<file path="config.mk">
export PLATFORM = sky130hd
export DESIGN_NAME = dma_style_router
export DESIGN_NICKNAME = d
export VERILOG_FILES = /design/src/rtl/dma_style_router.sv
export SDC_FILE = /design/constraint.sdc
export NUM_CORES = 1
export LEC_CHECK = 0
export ABC_CLOCK_PERIOD_IN_PS = 4050
export BUFFER_PORTS_ARGS = -buffer_cell sky130_fd_sc_hd__buf_4
export CAP_MARGIN = 20
export CORE_UTILIZATION = 57
export DETAILED_ROUTE_END_ITERATION = 6
export PLACE_DENSITY = 0.78
export SETUP_SLACK_MARGIN = 0.3
export SKIP_CTS_REPAIR_TIMING = 1
export SYNTH_ARGS = -nofsm -noshare
export SYNTH_HDL_FRONTEND = slang
export SYNTH_SLANG_ARGS = --single-unit
</file>
<file path="constraint.sdc">
create_clock -name clk -period 4.05 [get_ports clk]
set_input_delay 0.2025 -clock clk [delete_from_list [all_inputs] [get_ports clk]]
set_output_delay 0.2025 -clock clk [all_outputs]
set_load 0.03 [all_outputs]
</file>
<file path="src/rtl/dma_style_router.sv">
module dma_style_router #(
  parameter int NCH   = 7,
  parameter int NPAIR = 3,
  parameter int AW    = 16,
  parameter int DW    = 8,
  parameter int CFGW  = 16
) (
  input  logic                             clk,
  input  logic                             rst_n,
  input  logic                             cfg_we,
  input  logic [CFGW-1:0]                  cfg_wdata,
  output logic [CFGW-1:0]                  cfg_rdata,
  input  logic                             addr_we,
  input  logic [$clog2(NCH+1)-1:0]         addr_ch,
  input  logic [AW-1:0]                    addr_wdata,
  input  logic [NCH-1:0]                   ch_dir,
  input  logic [NCH-1:0]                   dreq,
  output logic [NCH-1:0]                   dack,
  output logic [NCH-1:0]                   dist_sel,
  input  logic [NPAIR-1:0]                 pg_req,
  input  logic [NPAIR*$clog2(NCH+1)-1:0]   pg_chan,
  output logic [NPAIR-1:0]                 pg_gnt,
  output logic                             tx_valid,
  output logic                             tx_write,
  output logic                             tx_mem,
  output logic [$clog2(NCH+1)-1:0]         tx_chan,
  output logic [AW-1:0]                    tx_addr,
  output logic [DW-1:0]                    tx_wdata,
  input  logic [DW-1:0]                    tx_rdata,
  input  logic                             tx_done
);
  localparam int CHW  = $clog2(NCH + 1);
  localparam int FW   = 2 * NCH;
  localparam int PW   = (NPAIR > 1) ? $clog2(NPAIR) : 1;
  localparam int NPAD = 2 ** CHW;

  typedef enum logic [1:0] {IDLE, PH1, PH2} ph_t;

  logic [FW-1:0]   cfg_q;
  logic [NCH-1:0]  is_leg, is_rg;
  logic [NPAD-1:0] rg_pad, dir_pad;
  logic [NPAIR-1:0] elig;
  logic [PW-1:0]   pick;
  logic            pick_any;
  logic [CHW-1:0]  pick_chan;

  ph_t             ph;
  logic [PW-1:0]   own;
  logic [CHW-1:0]  ch;
  logic            dir;
  logic [AW-1:0]   cur;
  logic [DW-1:0]   data_q;
  logic [AW-1:0]   addr_mem [NCH];
  logic            busy;

  assign cfg_rdata = CFGW'(cfg_q);

  for (genvar n = 0; n < NCH; n++) begin : g_ch
    logic [1:0] f;
    assign f           = cfg_q[2*n +: 2];
    assign is_leg[n]   = (f == 2'b00) || (f == 2'b11);
    assign is_rg[n]    = (f == 2'b01);
    assign dist_sel[n] = (f == 2'b10);
  end

  assign rg_pad  = {{(NPAD-NCH){1'b0}}, is_rg};
  assign dir_pad = {{(NPAD-NCH){1'b0}}, ch_dir};

  for (genvar p = 0; p < NPAIR; p++) begin : g_pair
    assign elig[p] = pg_req[p] && rg_pad[pg_chan[p*CHW +: CHW]];
  end

  always_comb begin
    pick     = '0;
    pick_any = 1'b0;
    for (int p = NPAIR - 1; p >= 0; p--)
      if (elig[p]) begin
        pick     = PW'(p);
        pick_any = 1'b1;
      end
  end
  assign pick_chan = pg_chan[pick*CHW +: CHW];

  always_ff @(posedge clk) begin
    if (!rst_n) begin
      cfg_q <= '0;
      dack  <= '0;
    end else begin
      dack <= dreq & is_leg;
      if (cfg_we) cfg_q <= cfg_wdata[FW-1:0];
    end
  end

  always_ff @(posedge clk) begin
    if (!rst_n) begin
      ph     <= IDLE;
      own    <= '0;
      ch     <= '0;
      dir    <= 1'b0;
      cur    <= '0;
      data_q <= '0;
      for (int n = 0; n < NCH; n++) addr_mem[n] <= '0;
    end else begin
      case (ph)
        IDLE: if (pick_any) begin
          ph  <= PH1;
          own <= pick;
          ch  <= pick_chan;
          dir <= dir_pad[pick_chan];
          cur <= addr_mem[pick_chan];
        end
        PH1: if (tx_done) begin
          data_q <= tx_rdata;
          ph     <= PH2;
        end
        PH2: if (tx_done) ph <= IDLE;
        default: ph <= IDLE;
      endcase
      for (int n = 0; n < NCH; n++) begin
        if (addr_we && int'(addr_ch) == n)
          addr_mem[n] <= addr_wdata;
        else if (ph == PH2 && tx_done && int'(ch) == n)
          addr_mem[n] <= cur + AW'(1);
      end
    end
  end

  assign busy     = (ph != IDLE);
  assign pg_gnt   = busy ? (NPAIR'(1) << own) : '0;
  assign tx_valid = busy;
  assign tx_write = (ph == PH2);
  assign tx_mem   = (ph == PH1) ? dir : (ph == PH2) ? ~dir : 1'b0;
  assign tx_chan  = busy ? ch : '0;
  assign tx_addr  = busy ? cur : '0;
  assign tx_wdata = (ph == PH2) ? data_q : '0;

  a_r5_grant_onehot: assert property (@(posedge clk) disable iff (!rst_n)
    $onehot0(pg_gnt));

  a_r8_hold_until_done: assert property (@(posedge clk) disable iff (!rst_n)
    tx_valid && !tx_done |=> tx_valid && $stable(tx_addr) && $stable(tx_chan)
                             && $stable(tx_write) && $stable(tx_mem) && $stable(pg_gnt));

  a_r6_write_after_read: assert property (@(posedge clk) disable iff (!rst_n)
    $rose(tx_write) |-> $past(tx_done) && $past(tx_valid));

  a_r4_start_needs_request: assert property (@(posedge clk) disable iff (!rst_n)
    $rose(tx_valid) |-> $past(|pg_req));

  a_r3_dack_follows_dreq: assert property (@(posedge clk) disable iff (!rst_n)
    (dack & ~$past(dreq)) == '0);

  a_r10_idle_after_finish: assert property (@(posedge clk) disable iff (!rst_n)
    tx_write && tx_done |=> !tx_valid);
endmodule

</file>
==> flow_summary.yaml <==
worst_setup_path:
  crit_type: "flip-flop to flip-flop"
  cp-start-kind: "flip-flop"
  worst_setup_path_end_kind: "flip-flop"
  cp_max_fo: 20
  cp.required_ns: 4.42
  arrival_ns: 3.94
grt:
  grt_overflow_total: 0
  grt_usage_pct: 34.37
  grt_start_max_net_pins: 49
  grt_pass1_vias: 7675
  antenna_found_initial: 0
  grt_pass1_wl_um: 41030
placement:
  place_congestion: 0.8949
  dp_hpwl_um: 16660
  portBuffers: 132
worst_hold_path:
  hp-class: "input pin to flip-flop"
run:
  cap_violations: 0
routing:
  viasPerCell: 6.323
  num_vias: 7802
  first_pass_iters: 7
  drt-initial-drc-count: 910
  routed_wl_um: 26300
  wire_per_inst_um: 21.31
  drc: 21
  ant_nets: 0
clock_tree:
  cts-root-buf: "clkbuf_16"
  clock_latency_ns: 0.44
  htree_levels: 4
  cts_buffer_depth: 2
  tritoncts: "yes"
  clkTransAtPathRegs_ns: 0.06
  cts.sinks: 165
  cts_made_buffers: 17
synthesis:
  ys_types: 57
  synth-async-reset-ratio_pct: 0
  synth_area_leaders: "edfxtp_1, dfxtp_1, nand2_1"
  synth_top_cell_by_area: "edfxtp_1"
  syn-cell-area_um2: 8710
  avgSynthCellArea_um2: 9.508
  synth_seq_area_share_pct: 50.80
  yosys_warnings: 0
  syn_inst: 916
  yosys_register_bits: 165
  dominantRegCellSynth: "edfxtp_1"
  synth_edf_count: 112
  synth_top_area_share_pct: 38.62
layout:
  antenna_cells: 0
  drive_gt1_share_pct: 20.00
  synthToLayoutAreaGrowth_pct: 21.35
  num-nets-final: 1126
die:
  coreArea_um2: 14700
  rows: 44
  pin_count: 137
  die_h_um: 125.6
  die_x_um: 125.6
  start_util_pct: 59.25
  die_area_um2: 15780
timing:
  rsz0062_at_grt: "no"
  tns_ns: 0
  finalClockSkew_ns: 0.01222
  post-route-min-period_ns: 3.562
  hold_slack_ns: 0.003235
  hold_viol: 0
  drv_slew: 0
  timing.slew.headroom_pct: 22.58
  worst_slew_pin_slew_ns: 1.158
  period_share_pct: 87.94
  maxClockFrequency_mhz: 280.8
  setup_viol: 0
pwr:
  p_leak_nw: 4.053
  power.density_nw_per_um2: 417.9
  ir_drop_v: 0.0003661
run_status:
  status: "finished with violations"
  violations: "design-rule violations"
-- cells by family after synthesis --
kind of cell	after synthesis	synth area share, %
flip-flops	165	50.80
buffers and inverters	82	3.951
AND/OR/NAND/NOR	359	18.75
other	1	0.04306
multiplexers	49	5.990
AO/OA/AOI/OAI	231	16.91
adder cells (fa/ha/maj)	15	2.155
XOR/XNOR	14	1.408
-- routing by layer --
metal / track usage, % / routed length (µm) / vias to the layer above
met5: 0 / 0 / -
met4: 18.94 / 1188 / 0
li1: - / - / 3574
met3: 7.009 / 3126 / 104
met2: 56.73 / 12230 / 531
met1: 42.42 / 9749 / 3593
-- critical path, stage by stage, from the launching register on --
cell and delay, ns:
dfxtp_1 0.44, ha_1 0.23, mux2_2 0.16, o221ai_1 0.15, or2_2 0.50, o22ai_2 0.57
or2_1 0.46, nand3_1 0.47, a211oi_1 0.35, a311o_1 0.16
-- report_power, final --
group | internal (mW) | switching [mW] | total (mW)
registers | 1.91 | 0.0856 | 2.00
logic | 0.280 | 0.505 | 0.785
clock network | 0.961 | 0.673 | 1.63
total | 3.15 | 1.26 | 4.42
-- area by class of cell --
type	count	area, µm²
clock buffers	23	513.0
clock inverters	9	86.33
fillers	1134	4130
inverters	21	78.83
multi-input cells	670	3980
flip-flops and latches	165	4424
well taps	184	230.2
repair buffers	162	1256
-- registers in the layout, indices dropped and copies added (netlist names) --
name	flops
ph	2
data_q	8
own	2
addr_mem	112
cfg_q	14
dir	1
ch	3
cur	16
dack	7
-- placed cells by master, fill, tap and decap left out, types with 10 or more instances in the layout --
master and count:
and2_1 28, clkbuf_16 19, o221ai_1 12, inv_1 20, o21ai_0 107, buf_4 157, dfxtp_1 53, a211oi_1 30
a21oi_1 18, nor2_1 55, a31oi_1 11, mux2i_1 42, a311o_1 15, nand3_1 47, o211ai_1 11, ha_1 15
edfxtp_1 112, nor3b_1 10, nand2_1 176
-- cell usage after synthesis (19+ instances only) --
| cell | number |
|---|---|
| dfxtp_1 | 53 |
| edfxtp_1 | 112 |
| a21oi_1 | 19 |
| clkbuf_1 | 46 |
| inv_1 | 21 |
| and2_1 | 28 |
| nor2_1 | 55 |
| nand3_1 | 47 |
| o21ai_0 | 108 |
| nand2_1 | 176 |
| mux2i_1 | 42 |
| a211oi_1 | 30 |
-- final timing paths --
| check | startpoint | endpoint | slack, ns | depth (start not counted) |
|---|---|---|---|---|
| hold reg to reg | data_q[3]$_SDFFE_PN0P_ | data_q[3]$_SDFFE_PN0P_ | 0.45 | 2 |
| hold / removal | dreq[0] | dack[0]$_SDFF_PN0_ | 0.003 | 2 |
| setup reg to reg | cfg_q[2]$_SDFFE_PN0P_ | cur[14]$_SDFFE_PN0P_ | 0.49 | 9 |
| setup / recovery | cfg_q[2]$_SDFFE_PN0P_ | cur[14]$_SDFFE_PN0P_ | 0.49 | 9 |
-- metrics by stage --
step	power [mW]	setup WS, ns	cells	area (µm²)	utilization [%]
2_1_floorplan	2.475	0.7870	917	8713	-
3_3_place_gp	2.775	0.6559	1198	9912	67.43
3_5_place_dp	2.789	0.6455	1198	9912	67.43
4_1_cts	4.399	0.6065	1230	10510	71.51
5_1_grt	4.543	0.3930	1234	10570	71.90
6_report	4.416	0.4884	1234	10570	71.90
Power figures use the tool's default switching activity.
